[src/rtl/acc_exec_pkg.sv]
package acc_exec_pkg;

  localparam int unsigned INSTR_W = 16;
  localparam int unsigned OPC_W   = 8;
  localparam int unsigned IMM_W   = 8;
  localparam int unsigned ACC_W   = 16;

  localparam logic [OPC_W-1:0] OPC_ADD = 8'h09;
  localparam logic [OPC_W-1:0] OPC_SUB = 8'h0d;
  localparam logic [OPC_W-1:0] OPC_LD  = 8'h21;
  localparam logic [OPC_W-1:0] OPC_AND = 8'h23;
  localparam logic [OPC_W-1:0] OPC_OR  = 8'h25;

  typedef enum logic [2:0] {
    OP_NOP,
    OP_ADD,
    OP_SUB,
    OP_LOAD,
    OP_AND,
    OP_OR
  } op_e;

  typedef struct packed {
    op_e              op;
    logic [ACC_W-1:0] operand;
    logic             is_end;
  } dec_t;

  localparam int unsigned DEFAULT_DEPTH = 8;
  localparam logic [INSTR_W-1:0] DEFAULT_PROG [DEFAULT_DEPTH] = '{
    16'h2110, 16'h0905, 16'h09ff, 16'h0d01,
    16'h23f3, 16'h2508, 16'h0000, 16'h0000
  };

endpackage

[src/rtl/acc_exec_rom.sv]
module acc_exec_rom
  import acc_exec_pkg::*;
#(
  parameter int unsigned DEPTH = 8,
  parameter int unsigned PC_W  = $clog2(DEPTH + 1),
  parameter logic [INSTR_W-1:0] PROG [DEPTH] = '{default: '0}
) (
  input  logic [PC_W-1:0]    addr_i,
  output logic [INSTR_W-1:0] word_o
);

  localparam int unsigned IDX_W = (DEPTH > 1) ? $clog2(DEPTH) : 1;

  logic [INSTR_W-1:0] entry [DEPTH];

  for (genvar g = 0; g < DEPTH; g++) begin : g_entry
    assign entry[g] = PROG[g];
  end

  logic in_range;
  assign in_range = addr_i < PC_W'(DEPTH);

  // out-of-range reads return the end word
  always_comb begin
    word_o = '0;
    if (in_range) word_o = entry[addr_i[IDX_W-1:0]];
  end

endmodule

[src/rtl/acc_exec_decode.sv]
module acc_exec_decode
  import acc_exec_pkg::*;
(
  input  logic [INSTR_W-1:0] word_i,
  output dec_t               dec_o
);

  logic [OPC_W-1:0] opc;
  logic [IMM_W-1:0] imm;
  logic [ACC_W-1:0] imm_sx;
  logic [ACC_W-1:0] imm_zx;

  assign opc    = word_i[INSTR_W-1 -: OPC_W];
  assign imm    = word_i[IMM_W-1:0];
  assign imm_sx = {{(ACC_W-IMM_W){imm[IMM_W-1]}}, imm};
  assign imm_zx = {{(ACC_W-IMM_W){1'b0}}, imm};

  always_comb begin
    dec_o.is_end  = (word_i == '0);
    dec_o.op      = OP_NOP;
    dec_o.operand = imm_zx;
    unique case (opc)
      OPC_ADD: begin dec_o.op = OP_ADD;  dec_o.operand = imm_sx; end
      OPC_SUB: begin dec_o.op = OP_SUB;  dec_o.operand = imm_sx; end
      OPC_LD:  dec_o.op = OP_LOAD;
      OPC_AND: dec_o.op = OP_AND;
      OPC_OR:  dec_o.op = OP_OR;
      default: dec_o.op = OP_NOP;
    endcase
  end

endmodule

[src/rtl/acc_exec_alu.sv]
module acc_exec_alu
  import acc_exec_pkg::*;
(
  input  op_e              op_i,
  input  logic [ACC_W-1:0] acc_i,
  input  logic [ACC_W-1:0] operand_i,
  output logic [ACC_W-1:0] acc_o
);

  always_comb begin
    unique case (op_i)
      OP_ADD:  acc_o = acc_i + operand_i;
      OP_SUB:  acc_o = acc_i - operand_i;
      OP_LOAD: acc_o = operand_i;
      OP_AND:  acc_o = acc_i & operand_i;
      OP_OR:   acc_o = acc_i | operand_i;
      default: acc_o = acc_i;
    endcase
  end

endmodule

[src/rtl/acc_exec.sv]
module acc_exec
  import acc_exec_pkg::*;
#(
  parameter int unsigned PROG_DEPTH = DEFAULT_DEPTH,
  parameter logic [INSTR_W-1:0] PROG [PROG_DEPTH] = DEFAULT_PROG
) (
  input  logic                           clk_i,
  input  logic                           rst_ni,
  output logic [ACC_W-1:0]               acc_o,
  output logic [$clog2(PROG_DEPTH+1)-1:0] pc_o,
  output logic                           halted_o
);

  localparam int unsigned PC_W = $clog2(PROG_DEPTH + 1);

  logic [PC_W-1:0]    pc_q;
  logic [ACC_W-1:0]   acc_q;
  logic               halted_q;
  logic [INSTR_W-1:0] fetch_word;
  dec_t               dec;
  logic [ACC_W-1:0]   acc_nxt;

  acc_exec_rom #(
    .DEPTH (PROG_DEPTH),
    .PC_W  (PC_W),
    .PROG  (PROG)
  ) rom_i (
    .addr_i (pc_q),
    .word_o (fetch_word)
  );

  acc_exec_decode dec_i (
    .word_i (fetch_word),
    .dec_o  (dec)
  );

  acc_exec_alu alu_i (
    .op_i      (dec.op),
    .acc_i     (acc_q),
    .operand_i (dec.operand),
    .acc_o     (acc_nxt)
  );

  always_ff @(posedge clk_i or negedge rst_ni) begin
    if (!rst_ni) begin
      pc_q     <= '0;
      acc_q    <= '0;
      halted_q <= 1'b0;
    end else if (!halted_q) begin
      if (dec.is_end) begin
        halted_q <= 1'b1;
      end else begin
        acc_q <= acc_nxt;
        pc_q  <= pc_q + 1'b1;
      end
    end
  end

  assign acc_o    = acc_q;
  assign pc_o     = pc_q;
  assign halted_o = halted_q;

endmodule

[config.mk]
export PLATFORM = sky130hd
export DESIGN_NAME = acc_exec
export DESIGN_NICKNAME = d
export VERILOG_FILES = /design/src/rtl/acc_exec_pkg.sv /design/src/rtl/acc_exec_rom.sv /design/src/rtl/acc_exec_decode.sv /design/src/rtl/acc_exec_alu.sv /design/src/rtl/acc_exec.sv
export SDC_FILE = /design/constraint.sdc
export NUM_CORES = 1
export LEC_CHECK = 0
export ABC_AREA = 1
export BUFFER_PORTS_ARGS = -buffer_cell sky130_fd_sc_hd__buf_2
export CAP_MARGIN = 20
export CORE_ASPECT_RATIO = 0.75
export CORE_UTILIZATION = 40
export DETAILED_ROUTE_END_ITERATION = 8
export PLACE_DENSITY = 0.63
export SLEW_MARGIN = 20
export SYNTH_ARGS = -nofsm -noshare
export SYNTH_HDL_FRONTEND = slang
export SYNTH_SLANG_ARGS = --single-unit
export TNS_END_PERCENT = 50
[constraint.sdc]
create_clock -name clk_i -period 3.08 [get_ports clk_i]
set_clock_uncertainty 0.05 [all_clocks]
set_input_delay 0.462 -clock clk_i [delete_from_list [all_inputs] [get_ports clk_i]]
set_output_delay 0.462 -clock clk_i [all_outputs]
set_load 0.05 [all_outputs]
; Word level (Yosys, flattened, before mapping)
; Memories as Yosys holds them, arrays and structs flattened.
; Index checks and enable logic that the tools add are counted.
[op_classes]
n_mux = 8
n_eq_ne = 10
n_reduce_logical = 5
bitwise = 5
n_addsub = 3
n_lt_le_gt_ge = 2
[ops]
columns = operator, n
row1 = 16-bit case mux with 5 select lines, 1
row2 = 16-bit two-way mux, 4
row3 = "8-bit by 6-bit == test with 1-bit output, second input constant", 3
row4 = 16-bit adder, 1
row5 = 16-bit bitwise AND, 1
row6 = "8-bit by 4-bit == test with 1-bit output, second input constant", 2
row7 = 16-bit logical NOT, 1
row8 = 16-bit bitwise OR, 1
row9 = 16-bit subtractor, 1
row10 = 3-bit case mux with 5 select lines, 1
row11 = "3-bit by 2-bit == test with 1-bit output, second input constant", 2
row12 = "3-bit == test, second input constant", 2
row13 = 5-bit nonzero test, 1
row14 = "4-bit by 1-bit adder with 4-bit output, second input constant", 1
row15 = "4-bit >= comparator, second input constant", 1
row16 = "4-bit < comparator, second input constant", 1
row17 = 3-bit NOT with 4-bit output, 1
row18 = "3-bit by 1-bit == test with 1-bit output, second input constant", 1
row19 = 3-bit AND reduction, 1
row20 = 1-bit two-way mux, 2
row21 = 1-bit NOT, 2
row22 = 2-bit AND reduction, 1
row23 = 2-bit OR reduction, 1
[totals]
output_inout_bits = 21
rom_bits = 128
mem_count = 1
inputBits = 2
reg_bits = 21
wordCells = 37
[mem_list]
columns = memory, depth, width, rd, rd_ports_with_merged_regs, wr, line_no
row1 = (no name shown), 8, 16, 1, 0, 0, acc_exec_rom.sv:26  ; if (in_range) word_o = entry[addr_i[IDX_W-1:0]];

; Longest topological paths before layout
; Gate-level depths: netlist (run 1).
[logic_depth]
depth_word = 10
mapped_depth = 24
ltp_nobuf = 24

; Cells and area by module
; A second synthesis (run 1) with hierarchy kept.
[hier_totals]
hier_cells = 534
hier_area_um2 = 3170.5
[by_module_without_submodules]
columns = mod, cells_per_inst, n_inst, seq_area_each_um2, area_each_um2
row1 = acc_exec_alu, 343, 1, 0.0, 1771.7
row2 = acc_exec, 91, 1, 525.5, 833.3
row3 = acc_exec_decode, 54, 1, 0.0, 300.3
row4 = acc_exec_rom, 46, 1, 0.0, 265.3

; Least setup slack after synthesis (run 1)
; No wires, ideal clock.
[synth_path]
kind = register to register
start = reg pc_q[0], in the netlist pc_o[0]
end = reg acc_q[10], in the netlist acc_o[10]
setup_time_ns = 0.122
synth_period_minus_slack_ns = 3.468
path_stages_with_launch = 19
required_time_ns = 2.908
arrival_ns = 3.297
slack_ns = -0.388
n_path_buf = 1
cell_sequence = dfrtp_1 -> inv_1 -> ha_1 -> inv_1 -> nand2_1 -> nand3_1 -> nand3_1 -> clkbuf_1 -> o21ai_0 -> fa_1 -> nand3_1 -> nand2_1 -> nand2_1 -> nand3_1 -> nand2_1 -> nand2_1 -> or2_2 -> nand3_1 -> a21oi_2
[synth_via]
elab_chain_len = 10
elab_cells_between_ends = 28
classes_between = 2 x add/sub / 1 x order compare / 10 x eq/ne / 6 x mux / 4 x bitwise / 4 x reduce/logical / 1 x memory
[synth_lines]
columns = element, line_no
row1 = start: declaration, acc_exec.sv:16  ; logic [PC_W-1:0] pc_q;
row2 = start signal: assignment, acc_exec.sv:54  ; pc_q <= pc_q + 1'b1;
row3 = 3-bit NOT with 4-bit output (not written as such), acc_exec_rom.sv:26
row4 = memory 8 x 16 bit, --
row5 = 16-bit two-way mux (not written as such) (2 in series), acc_exec_rom.sv:26
row6 = 16-bit two-way mux (*), acc_exec_rom.sv:26
row7 = 8-bit by 4-bit == test with 1-bit output or 8-bit by 6-bit == test with 1-bit output (tied branches), acc_exec_decode.sv:22  ; unique case (opc)
row8 = 2-bit OR reduction (no line) or 3-bit case mux with 5 select lines (tied branches), --
row9 = 16-bit two-way mux (tied with other cells), acc_exec_decode.sv:22
row10 = 16-bit subtractor (tied with other cells), acc_exec_alu.sv:13  ; OP_SUB: acc_o = acc_i - operand_i;
row11 = 16-bit case mux with 5 select lines or 3-bit AND reduction (tied branches), --
row12 = end signal: assignment, acc_exec.sv:53  ; acc_q <= acc_nxt;
row13 = end: declaration, acc_exec.sv:17  ; logic [ACC_W-1:0] acc_q;
; Every way passes the cells marked *; elsewhere a longest branch is shown, timed or not. The select of a mux whose other input is x is not followed.
; A chain may end at the register's enable or synchronous reset.

; Worst setup path after layout (run 1)
[layout_path]
start = reg pc_q[0], in the netlist pc_o[0]
end = reg acc_q[15], in the netlist acc_o[15]
; The elaborated chain is that of the path after synthesis.

==> impl_summary.txt, run 1 <==
----------------------------------------------------
[Clocking]
  Clock-pin slew on the worst setup and hold paths ... 0.09 ns
  Clock network latency to the later pin of the worst-skew pair ... 0.27 ns
  TritonCTS sink count ... 21
  Clock Path Buffers ... 2
  TritonCTS clock tree ... done
  Master cell of the clock root buffer ... sky130_fd_sc_hd__clkbuf_8
  Level count of the clock H-tree ... 1
  Count of hold-fix buffers inserted at cts ... 0
  Number of buffers inserted during clock tree synthesis ... 3

[Die]
  Total Die Area ... 6448 µm²
  Horizontal die dimension ... 92.39 µm
  Core region area ... 5856 µm²
  IO Count ... 23
  Number of standard-cell rows in the floorplan ... 24
  Vertical extent of the die ... 69.79 µm
  Effective utilization at floorplan ... 41.86%

[STA]
  Unrepaired setup endpoints after global routing ... yes
  Setup ws final ... 0.05936 ns
  Slew HR ... 64.55%
  Endpoints failing hold ... 0
  Final count of pins violating max slew ... 0
  Setup-failing EPs final ... 0
  Transition time at the pin with the least slew margin ... 0.5318 ns
  Fmax ... 331.1 MHz
  Time the final worst path needs with I/O delays and setup ... 3.021 ns
  Worst Hold Slack ... 0.1063 ns
  Final Cycle Share ... 98.07%

[Placed design]
  Dpl cells ... 465
  Final weighted congestion in routability-driven placement ... 0.9367
  Placement Setup Slack ... -0.01242 ns
  Input/output buffers ... 22
  HPWL reported at the end of detailed placement ... 5.491 mm

[Critical path]
  Arrival time at the worst endpoint ... 3.18 ns
  Critical path startpoint category ... flip-flop
  Launch instance of the worst register-to-register path ... pc_o[0]$_DFFE_PN0P_
  Cell mode on critical path ... sky130_fd_sc_hd__nand2_1
  Required time of the critical path ... 3.24 ns
  CP Cell Sequence ... clkinv_4, ha_4, buf_4, nor2_2, inv_1, nor2_4, inv_1, nand2_1, xor2_2, ha_4, a21oi_2, nand2_1, nand3_1, nand2_2, nand2_1, nand2_2, nand3_2, nand3_2, a21oi_2
  Worst R2R Setup Slack ... 0.06 ns
  Worst reg2reg endpoint ... acc_o[15]$_DFFE_PN0P_
  Cell at the slowest stage of the critical path ... sky130_fd_sc_hd__dfrtp_2
  Crit path largest cell delay ... 0.40 ns
  Critical path class ... flip-flop to flip-flop
  Count of cells along the worst register-to-register path ... 19
  Maximum fanout along the worst path ... 6
  Kind of end point of the critical path ... flip-flop

[Route]
  Vias after detailed routing ... 2538
  Final routed DRC violation total ... 0
  Routed vias/inst ... 5.211
  Aggregate routed wire length ... 7.652 mm
  Initial detailed-routing violation count ... 143
  Detailed-route wire length per cell ... 15.71 µm
  Number of optimization iterations in the first detailed-route pass ... 4
  Post-route ant nets ... 0

[Synth]
  Distinct cell type count of the synthesized netlist ... 39
  Post-synth net total ... 372
  Number of warnings printed during yosys synthesis ... 0
  Synth Cell Area ... 2451 µm²
  Post-Synthesis Mean Instance Area ... 7.084 µm²
  Number of register bits inferred by synthesis ... 21
  Gate count after technology mapping ... 346
  Sequential cell area fraction in the yosys report ... 21.44%

[Power and ir drop]
  PD cells ... 147.0 nW/µm²
  Leakage ... 1.607 nW
  Worst vdd ir ... 120.0 µV

[Global route]
  Grt ovf ... 0
  Vias in the first global route ... 2285
  Total routing resource utilization after global routing ... 23.12%
  First-pass GRT wire length ... 11.59 mm
  Maximum number of pins on one net before global-route repair ... 22
  Initial antenna violation count ... 0

[Layout]
  Number of cells in the finished layout apart from fillers ... 487
  Total area of sequential cells ... 529.3 µm²
  Area taken by multi-input logic gates ... 1989 µm²
  Number of inserted filler cells in the final layout ... 543
  Fraction of final layout cells sized beyond drive strength 1 ... 44.25%
  Number of antenna repair diodes ... 0
  Final-stage net count ... 436
  Post-synthesis to final-layout area growth ... 34.71%

[Job]
  Count of max-cap constraint violations ... 0

[Worst hold path]
  Min-Delay Path Class ... input port to asynchronous set/reset pin

[Status]
  Outcome ... complete, no violations

----------------------------------------------------
## cell usage in the layout (no fill, tap or decap), types with 3 or more instances in the layout
| cell | count |
|---|---|
| sky130_fd_sc_hd__ha_4 | 8 |
| sky130_fd_sc_hd__o211ai_1 | 5 |
| sky130_fd_sc_hd__nand3_4 | 4 |
| sky130_fd_sc_hd__nand4_1 | 5 |
| sky130_fd_sc_hd__dfrtp_2 | 3 |
| sky130_fd_sc_hd__o21a_1 | 4 |
| sky130_fd_sc_hd__nand2_4 | 5 |
| sky130_fd_sc_hd__nor2_2 | 17 |
| sky130_fd_sc_hd__nand2_2 | 21 |
| sky130_fd_sc_hd__inv_4 | 7 |
| sky130_fd_sc_hd__nand3_1 | 17 |
| sky130_fd_sc_hd__ha_1 | 14 |
| sky130_fd_sc_hd__a21oi_2 | 16 |
| sky130_fd_sc_hd__o21ai_1 | 9 |
| sky130_fd_sc_hd__nand2_1 | 55 |
| sky130_fd_sc_hd__clkbuf_8 | 3 |
| sky130_fd_sc_hd__nor2_1 | 15 |
| sky130_fd_sc_hd__buf_4 | 39 |
| sky130_fd_sc_hd__inv_2 | 8 |
| sky130_fd_sc_hd__a21oi_1 | 20 |
| sky130_fd_sc_hd__dfrtp_1 | 18 |
| sky130_fd_sc_hd__nand3_2 | 9 |
| sky130_fd_sc_hd__o21ai_0 | 16 |
| sky130_fd_sc_hd__inv_1 | 29 |
| sky130_fd_sc_hd__buf_2 | 22 |
| sky130_fd_sc_hd__xor2_1 | 9 |
## flip-flops by register name, summed over array words and instances, names as in the netlist
signal    count
halted_o      1
pc_o          4
acc_o        16
## logic make-up after synthesis
| group | count (synthesis) | share of synthesized area [%] |
|---|---|---|
| buffers and inverters | 51 | 9.698 |
| AO/OA/AOI/OAI | 76 | 18.58 |
| AND/OR/NAND/NOR | 162 | 33.43 |
| flip-flops | 21 | 21.44 |
| XOR/XNOR | 12 | 4.288 |
| adder cells (fa/ha/maj) | 24 | 12.56 |
## what timing repair did
item / CTS / global route
buffers inserted: 2 / 16
pin swaps: 2 / 39
gates resized for setup: 4 / 84
endpoints found under the setup margin: 3 / 12
## area by class of cell
class                   count  area share, %
repair buffers             64          13.49
well taps                  78          2.956
multi-input cells         274          60.25
inverters                  46          5.911
flip-flops and latches     21          16.03
clock buffers               4          1.364
## routing by layer
layer	vias up	share of wire, %	global-route usage (%)
met2	91	42	31.69
li1	1277	-	-
met4	0	1.8	5.556
met5	-	0	0
met1	1158	49	35.57
met3	12	7.1	5.702
## cells in the mapped netlist (all sizes together)
master | instances | area [µm²]
nor2 | 35 | 165.2
nor3 | 4 | 30.03
a31o | 1 | 8.760
nand3b | 3 | 26.27
fa | 1 | 20.02
nand3 | 30 | 192.7
nand2 | 81 | 349.1
o21a | 4 | 30.03
dfrtp | 21 | 525.5
o21ai | 26 | 141.4
o211ai | 6 | 50.05
a21o | 2 | 15.01
xnor2 | 2 | 17.52
clkinv | 1 | 3.750
or2 | 2 | 12.51
inv | 45 | 176.4
clkbuf | 1 | 3.750
nand4 | 5 | 31.28
and2 | 2 | 12.51
buf | 4 | 53.80
a21oi | 36 | 202.7
xor2 | 10 | 87.58
ha | 23 | 287.8
a22oi | 1 | 7.510
## worst max path at each step
stage,start,endpoint,slack [ns],cells after the start
2_1_floorplan,pc_o[1]$_DFFE_PN0P_,acc_o[10]$_DFFE_PN0P_,0.0006,19
3_3_place_gp,pc_o[0]$_DFFE_PN0P_,acc_o[14]$_DFFE_PN0P_,0.006,19
3_5_place_dp,pc_o[0]$_DFFE_PN0P_,acc_o[15]$_DFFE_PN0P_,-0.01,23
4_1_cts,pc_o[0]$_DFFE_PN0P_,acc_o[14]$_DFFE_PN0P_,0.02,19
5_1_grt,pc_o[0]$_DFFE_PN0P_,acc_o[15]$_DFFE_PN0P_,-0.08,22
6_report,pc_o[0]$_DFFE_PN0P_,acc_o[15]$_DFFE_PN0P_,0.06,19
## critical path: cells and delay by family (launching register included)
kind / cells / cell delay, ns
DFF: 1 / 0.40
AOI/OAI and AO/OA: 2 / 0.31
buffers and inverters: 4 / 0.45
and+or+nand+nor: 10 / 1.09
adders and majority gates: 2 / 0.45
xor gates and xnor gates: 1 / 0.20
## where the power goes
group | total (mW) | leakage (nW) | switching (mW) | internal (mW)
logic | 0.00630 | 1.33 | 0.00585 | 0.000453
clock network | 0.204 | 0.0228 | 0.111 | 0.0928
registers | 0.275 | 0.255 | 0 | 0.275
total | 0.486 | 1.61 | 0.117 | 0.369
## through the flow
| stage | total power, mW | utilization [%] | cell area [µm²] | setup TNS [ns] |
|---|---|---|---|---|
| detailed placement | 0.2878 | 48.33 | 2830 | -0.01378 |
| CTS | 0.4890 | 49.72 | 2912 | 0 |
| floorplan | 0.2810 | - | 2491 | 0 |
| global placement | 0.2877 | 48.33 | 2830 | 0 |
| global route | 0.5022 | 56.39 | 3302 | -0.5695 |
| finish | 0.4855 | 56.39 | 3302 | 0 |
No activity file was read; power rests on OpenSTA's default activity.
==> run 2: changes to the inputs <==
--- a/config.mk
+++ b/config.mk
@@ -11,7 +11,7 @@
 export CORE_ASPECT_RATIO = 0.75
 export CORE_UTILIZATION = 40
 export DETAILED_ROUTE_END_ITERATION = 8
-export PLACE_DENSITY = 0.63
+export PLACE_DENSITY = 0.61
 export SLEW_MARGIN = 20
 export SYNTH_ARGS = -nofsm -noshare
 export SYNTH_HDL_FRONTEND = slang
==> constraint.sdc (replaced) <==
create_clock -name clk_i -period 2.9 [get_ports clk_i]
set_clock_uncertainty 0.05 [all_clocks]
set_input_delay 0.87 -clock clk_i [delete_from_list [all_inputs] [get_ports clk_i]]
set_output_delay 0.87 -clock clk_i [all_outputs]
set_load 0.05 [all_outputs]
==> run 2 against run 1 <==
Compared with the run above:
- core utilization is 1.2 points higher
- via count up 1.1%
- non-clock buffer count up 6
- largest cell class unchanged
- the flow now finishes with violations (negative setup slack)
- critical path depth fell by 1
- critical endpoint is now acc_o[10]$_DFFE_PN0P_
- sequential power increased by 6%
- clock power increased by 4%
==> impl_summary.txt, run 2 (synthesis results as in run 1) <==
----------------------------------------------------
[Layout]
  Post-synthesis to final-layout area growth ... 37.67%
  Most common library cell in the layout ignoring fill and taps ... sky130_fd_sc_hd__nand2_1
  Flip-flop count of the largest register, all copies and words added ... 16
  Final-stage net count ... 442
  Leading cell types in the layout, fill and taps excluded ... sky130_fd_sc_hd__nand2_1, sky130_fd_sc_hd__buf_4, sky130_fd_sc_hd__inv_1, sky130_fd_sc_hd__nand2_2, sky130_fd_sc_hd__buf_2
  Number of cells in the finished layout apart from fillers ... 493
  Fraction of final layout cells sized beyond drive strength 1 ... 46.99%
  Number of antenna repair diodes ... 0

[Placed design]
  HPWL reported at the end of detailed placement ... 5.771 mm
  Dpl cells ... 479
  Input/output buffers ... 22
  Final weighted congestion in routability-driven placement ... 0.9123

[Critical path]
  Kind of end point of the critical path ... flip-flop
  Critical path startpoint category ... flip-flop
  Arrival time at the worst endpoint ... 3.06 ns
  Critical path class ... flip-flop to flip-flop
  Required time of the critical path ... 3.01 ns
  Maximum fanout along the worst path ... 4

[Status]
  Outcome ... finished, violations left
  Violations in the final reports ... negative setup slack

[Route]
  Initial detailed-routing violation count ... 191
  Detailed-route wire length per cell ... 15.45 µm
  Top layer reached by signal wires ... met4
  Aggregate routed wire length ... 7.615 mm
  Post-Route M1 WL ... 3.990 mm
  Amount of wire on met2 after detailed routing ... 3.205 mm
  Routed vias/inst ... 5.205
  Post-route ant nets ... 0
  Vias after detailed routing ... 2566
  Met3 layer wire length in the routed design ... 360 µm
  Number of optimization iterations in the first detailed-route pass ... 5
  Final routed DRC violation total ... 0

[STA]
  Setup-failing EPs final ... 4
  Fmax ... 338.9 MHz
  Final count of pins violating max slew ... 0
  Transition time at the pin with the least slew margin ... 0.5433 ns
  Slew HR ... 63.78%
  Endpoints failing hold ... 0
  Unrepaired setup endpoints after global routing ... yes
  Time the final worst path needs with I/O delays and setup ... 2.951 ns
  Setup ws final ... -0.05112 ns
  Final Cycle Share ... 101.8%

[Power and ir drop]
  Clock network fraction of total power ... 41.5%
  Switching power of the nets ... 120.1 µW
  Post-route total power ... 511.4 µW
  PD cells ... 151.6 nW/µm²
  Worst vdd ir ... 139.7 µV
  Combinational share of power ... 1.3%
  Switching power share of the total ... 23.48%
  Internal Pwr Total ... 391.3 µW
  Leakage ... 1.648 nW
  Share of power burned in registers ... 57.2%

[Global route]
  Initial antenna violation count ... 0
  Vias in the first global route ... 2393
  Total routing resource utilization after global routing ... 24.45%
  First-pass GRT wire length ... 12.21 mm
  Grt ovf ... 0
  Maximum number of pins on one net before global-route repair ... 22

[Clocking]
  Master cell of the clock root buffer ... sky130_fd_sc_hd__clkbuf_8
  Clock network latency to the later pin of the worst-skew pair ... 0.27 ns
  Level count of the clock H-tree ... 1
  TritonCTS clock tree ... done
  Clock-pin slew on the worst setup and hold paths ... 0.09 ns
  TritonCTS sink count ... 21
  Number of buffers inserted during clock tree synthesis ... 3
  Clock Path Buffers ... 2

[Die]
  Number of standard-cell rows in the floorplan ... 24
  Horizontal die dimension ... 92.39 µm
  Total Die Area ... 6448 µm²
  Vertical extent of the die ... 69.79 µm
  Core region area ... 5856 µm²
  Effective utilization at floorplan ... 41.86%
  IO Count ... 23

[Job]
  Count of max-cap constraint violations ... 0

[Worst hold path]
  Min-Delay Path Class ... flip-flop to flip-flop

----------------------------------------------------
## run 2: layout make-up
cell class / instances / area [µm²]
flip-flops and latches: 21 / 530.5
repair buffers: 70 / 481.7
multi-input cells: 274 / 2029
fillers: 543 / 2481
inverters: 46 / 190.2
well taps: 78 / 97.59
clock buffers: 4 / 45.04
## run 2: worst max-delay path, cell delays in order, from the launching register on
cell,delay (ns)
sky130_fd_sc_hd__dfrtp_2,0.40
sky130_fd_sc_hd__clkinv_4,0.10
sky130_fd_sc_hd__ha_4,0.27
sky130_fd_sc_hd__inv_1,0.06
sky130_fd_sc_hd__nor3_4,0.24
sky130_fd_sc_hd__nor2_2,0.09
sky130_fd_sc_hd__a21oi_2,0.14
sky130_fd_sc_hd__xor2_1,0.16
sky130_fd_sc_hd__inv_1,0.10
sky130_fd_sc_hd__ha_4,0.27
sky130_fd_sc_hd__a21oi_2,0.14
sky130_fd_sc_hd__nand2_2,0.13
sky130_fd_sc_hd__nand2_2,0.09
sky130_fd_sc_hd__nand3_2,0.10
sky130_fd_sc_hd__nand2_2,0.09
sky130_fd_sc_hd__nand2_1,0.07
sky130_fd_sc_hd__or2_4,0.23
sky130_fd_sc_hd__nand3_2,0.06
sky130_fd_sc_hd__a21oi_2,0.05
## run 2: power groups by stage
| stage | combinational (mW) | sequential [mW] | clock, mW |
|---|---|---|---|
| floorplan | 0.00000103 | 0.298 | 0 |
| global route | 0.00829 | 0.293 | 0.236 |
| global placement | 0.00766 | 0.298 | 0 |
| detailed placement | 0.00774 | 0.298 | 0 |
| CTS | 0.00765 | 0.293 | 0.220 |
| finish | 0.00682 | 0.292 | 0.212 |
## run 2: final timing paths
kind,start,to,slack [ns],cells past startpoint
worst max register to register,pc_o[0]$_DFFE_PN0P_,acc_o[10]$_DFFE_PN0P_,-0.05,18
max in group asynchronous,rst_ni,pc_o[3]$_DFFE_PN0P_,1.88,1
min in group asynchronous,rst_ni,acc_o[4]$_DFFE_PN0P_,0.52,1
worst min-delay path,acc_o[0]$_DFFE_PN0P_,acc_o[0]$_DFFE_PN0P_,0.50,2
worst max-delay path,pc_o[0]$_DFFE_PN0P_,acc_o[10]$_DFFE_PN0P_,-0.05,18
worst min register to register,acc_o[0]$_DFFE_PN0P_,acc_o[0]$_DFFE_PN0P_,0.50,2
## run 2: metal layers
| layer | vias up | GRT usage (%) |
|---|---|---|
| li1 | 1298 | - |
| met1 | 1192 | 38.23 |
| met2 | 70 | 35.23 |
| met3 | 6 | 4.386 |
| met4 | 0 | 3.125 |
| met5 | - | 0 |
## run 2: per-stage QoR
stage          utilization, %   TNS, ns  cell area, µm²  setup WS [ns]  hold WS (ns)
4_1_cts                 54.47         0            3189       0.001125        0.4958
3_5_place_dp            51.65   -0.6887            3024        -0.1912        0.4775
3_3_place_gp            51.65   -0.5195            3024        -0.1384        0.4688
5_1_grt                 57.63    -1.548            3374        -0.2331        0.5317
2_1_floorplan               -  -0.02119            2599      -0.008582        0.5244
6_report                57.63   -0.1190            3374       -0.05112        0.4971
## run 2: repair_timing
item                       in CTS  in global routing
gates cloned                    0                  0
resized for setup              26                 46
setup endpoints to repair       9                 12
pin swaps                      16                 29
buffers inserted                4                  6
hold buffers                    0                  0
==> run 3: changes to the inputs <==
--- a/config.mk
+++ b/config.mk
@@ -11,7 +11,7 @@
 export CORE_ASPECT_RATIO = 0.75
 export CORE_UTILIZATION = 40
 export DETAILED_ROUTE_END_ITERATION = 8
-export PLACE_DENSITY = 0.61
+export PLACE_DENSITY = 0.63
 export SLEW_MARGIN = 20
 export SYNTH_ARGS = -nofsm -noshare
 export SYNTH_HDL_FRONTEND = slang
==> constraint.sdc (replaced) <==
create_clock -name clk_i -period 2.7 [get_ports clk_i]
set_clock_uncertainty 0.05 [all_clocks]
set_input_delay 0.81 -clock clk_i [delete_from_list [all_inputs] [get_ports clk_i]]
set_output_delay 0.81 -clock clk_i [all_outputs]
set_load 0.05 [all_outputs]
==> run 3 against run 2 <==
Compared with the run above:
- the flow still finishes with violations (negative setup slack)
- combinational power rose by 8.8%
- sequential power is 7.5% higher
- cell count rose by 4.9%
- via count rose by 6.3%
- register-to-register slack lost 0.23 ns
- critical path depth unchanged
- clock power up 9.4%
- sequential share of layout area fell by 1.3 points
- power up 8.2%
- largest cell class unchanged
==> impl_summary.txt, run 3 (synthesis results as in run 1) <==
----------------------------------------------------
[Status]
  Outcome ... finished, violations left
  Violations in the final reports ... negative setup slack

[Die]
  Effective utilization at floorplan ... 41.86%
  Number of standard-cell rows in the floorplan ... 24
  Total Die Area ... 6448 µm²
  Core region area ... 5856 µm²
  IO Count ... 23
  Vertical extent of the die ... 69.79 µm
  Horizontal die dimension ... 92.39 µm

[Layout]
  Leading cell types in the layout, fill and taps excluded ... sky130_fd_sc_hd__buf_4, sky130_fd_sc_hd__nand2_1, sky130_fd_sc_hd__inv_1, sky130_fd_sc_hd__buf_2
  Final-stage net count ... 466
  Final instance area ... 3690 µm²
  Flip-flop count of the largest register, all copies and words added ... 16
  Number of antenna repair diodes ... 0
  Fraction of final layout cells sized beyond drive strength 1 ... 51.94%
  Number of cells in the finished layout apart from fillers ... 517
  Post-synthesis to final-layout area growth ... 50.54%
  Most common library cell in the layout ignoring fill and taps ... sky130_fd_sc_hd__buf_4

[Critical path]
  Critical path class ... flip-flop to flip-flop
  Arrival time at the worst endpoint ... 3.14 ns
  Maximum fanout along the worst path ... 5
  Required time of the critical path ... 2.86 ns
  Kind of end point of the critical path ... flip-flop
  Critical path startpoint category ... flip-flop

[Power and ir drop]
  Leakage ... 1.781 nW
  PD cells ... 150.0 nW/µm²
  Post-route total power ... 553.3 µW
  Worst vdd ir ... 115.5 µV

[Global route]
  First-pass GRT wire length ... 12.80 mm
  Total routing resource utilization after global routing ... 25.39%
  Vias in the first global route ... 2561
  Initial antenna violation count ... 0
  Maximum number of pins on one net before global-route repair ... 22
  Grt ovf ... 0

[Route]
  Routed vias/inst ... 5.275
  Aggregate routed wire length ... 8.271 mm
  Final routed DRC violation total ... 0
  Post-route ant nets ... 0
  Initial detailed-routing violation count ... 188
  Detailed-route wire length per cell ... 16.00 µm
  Vias after detailed routing ... 2727
  Number of optimization iterations in the first detailed-route pass ... 4

[STA]
  Endpoints failing hold ... 0
  Unrepaired setup endpoints after global routing ... yes
  Setup-failing EPs final ... 13
  Setup ws final ... -0.2772 ns
  Transition time at the pin with the least slew margin ... 0.5482 ns
  Time the final worst path needs with I/O delays and setup ... 2.977 ns
  Slew HR ... 63.45%
  Final count of pins violating max slew ... 0
  Final Cycle Share ... 110.3%
  Fmax ... 335.9 MHz

[Placed design]
  Dpl cells ... 498
  Input/output buffers ... 22
  HPWL reported at the end of detailed placement ... 5.929 mm
  Cell Area, Placed ... 3203 µm²
  Final weighted congestion in routability-driven placement ... 0.8727

[Clocking]
  Clock Path Buffers ... 2
  Level count of the clock H-tree ... 1
  Number of buffers inserted during clock tree synthesis ... 3
  TritonCTS clock tree ... done
  Clock-pin slew on the worst setup and hold paths ... 0.09 ns
  Master cell of the clock root buffer ... sky130_fd_sc_hd__clkbuf_8
  Clock network latency to the later pin of the worst-skew pair ... 0.28 ns
  TritonCTS sink count ... 21

[Job]
  Count of max-cap constraint violations ... 0

[Worst hold path]
  Min-Delay Path Class ... input port to asynchronous set/reset pin

----------------------------------------------------
[run 3: changes by cell type in the layout (fill, tap and decap cells not counted), sizes merged]
| cell | previous run | this run |
|---|---|---|
| buf | 70 | 94 |
| clkinv | 2 | 1 |
| inv | 44 | 45 |
[run 3: repair_timing]
action                     in CTS  in global routing
gates resized for setup        58                 38
pin swaps                      45                 36
hold buffers                    0                  0
buffers inserted                6                  9
setup endpoints to repair      13                 13
[run 3: report_power, final]
| group | switching, mW | internal (mW) | total, mW |
|---|---|---|---|
| Clock | 0.126 | 0.106 | 0.232 |
| Combinational | 0.00690 | 0.000517 | 0.00742 |
| Sequential | 0 | 0.314 | 0.314 |
| Total | 0.133 | 0.421 | 0.553 |
[run 3: through the flow]
step	hold slack, ns	setup slack, ns	util, %	setup TNS, ns
5_1_grt	0.4901	-0.4521	63.01	-4.638
2_1_floorplan	0.4644	-0.2049	-	-1.805
3_3_place_gp	0.4702	-0.3467	54.70	-3.037
6_report	0.4595	-0.2772	63.01	-2.552
4_1_cts	0.4791	-0.2271	59.17	-2.054
3_5_place_dp	0.4865	-0.3546	54.70	-3.287
[run 3: metal layers]
layer	wire length [µm]	GRT usage, %	vias up
met5	0	0	-
met4	90	5.208	0
met3	608	7.018	12
met2	3587	36.79	98
met1	3985	37.24	1268
li1	-	-	1349
[run 3: final cells by class]
cell class / count / area, µm²
fill: 470 / 2166
clock buffer: 4 / 45.04
sequential: 21 / 533.0
timing repair buffer: 94 / 676.9
multi-input combinational: 274 / 2145
inverter: 46 / 192.7
tap: 78 / 97.59
[run 3: final timing paths]
path | to | startpoint | cells after the start | slack [ns]
hold reg to reg | acc_o[12]$_DFFE_PN0P_ | acc_o[12]$_DFFE_PN0P_ | 2 | 0.52
max in group asynchronous | pc_o[1]$_DFFE_PN0P_ | rst_ni | 1 | 1.73
setup / recovery | acc_o[13]$_DFFE_PN0P_ | pc_o[1]$_DFFE_PN0P_ | 18 | -0.28
hold / removal | acc_o[3]$_DFFE_PN0P_ | rst_ni | 1 | 0.46
min in group clk_i | acc_o[12]$_DFFE_PN0P_ | acc_o[12]$_DFFE_PN0P_ | 2 | 0.52
setup reg to reg | acc_o[13]$_DFFE_PN0P_ | pc_o[1]$_DFFE_PN0P_ | 18 | -0.28
[run 3: worst max-delay path, cell delays in order, from the launching register on]
cell,delay (ns)
sky130_fd_sc_hd__dfrtp_4,0.47
sky130_fd_sc_hd__inv_4,0.06
sky130_fd_sc_hd__ha_4,0.27
sky130_fd_sc_hd__inv_4,0.04
sky130_fd_sc_hd__nor3_4,0.25
sky130_fd_sc_hd__buf_6,0.15
sky130_fd_sc_hd__nor2_4,0.04
sky130_fd_sc_hd__nand2_4,0.10
sky130_fd_sc_hd__nor2_4,0.05
sky130_fd_sc_hd__o21ai_1,0.15
sky130_fd_sc_hd__nand2_1,0.13
sky130_fd_sc_hd__ha_4,0.27
sky130_fd_sc_hd__a21o_1,0.21
sky130_fd_sc_hd__a21oi_1,0.17
sky130_fd_sc_hd__o21a_1,0.15
sky130_fd_sc_hd__nand2_1,0.06
sky130_fd_sc_hd__nand2_1,0.05
sky130_fd_sc_hd__nand3_1,0.08
sky130_fd_sc_hd__a21oi_2,0.15
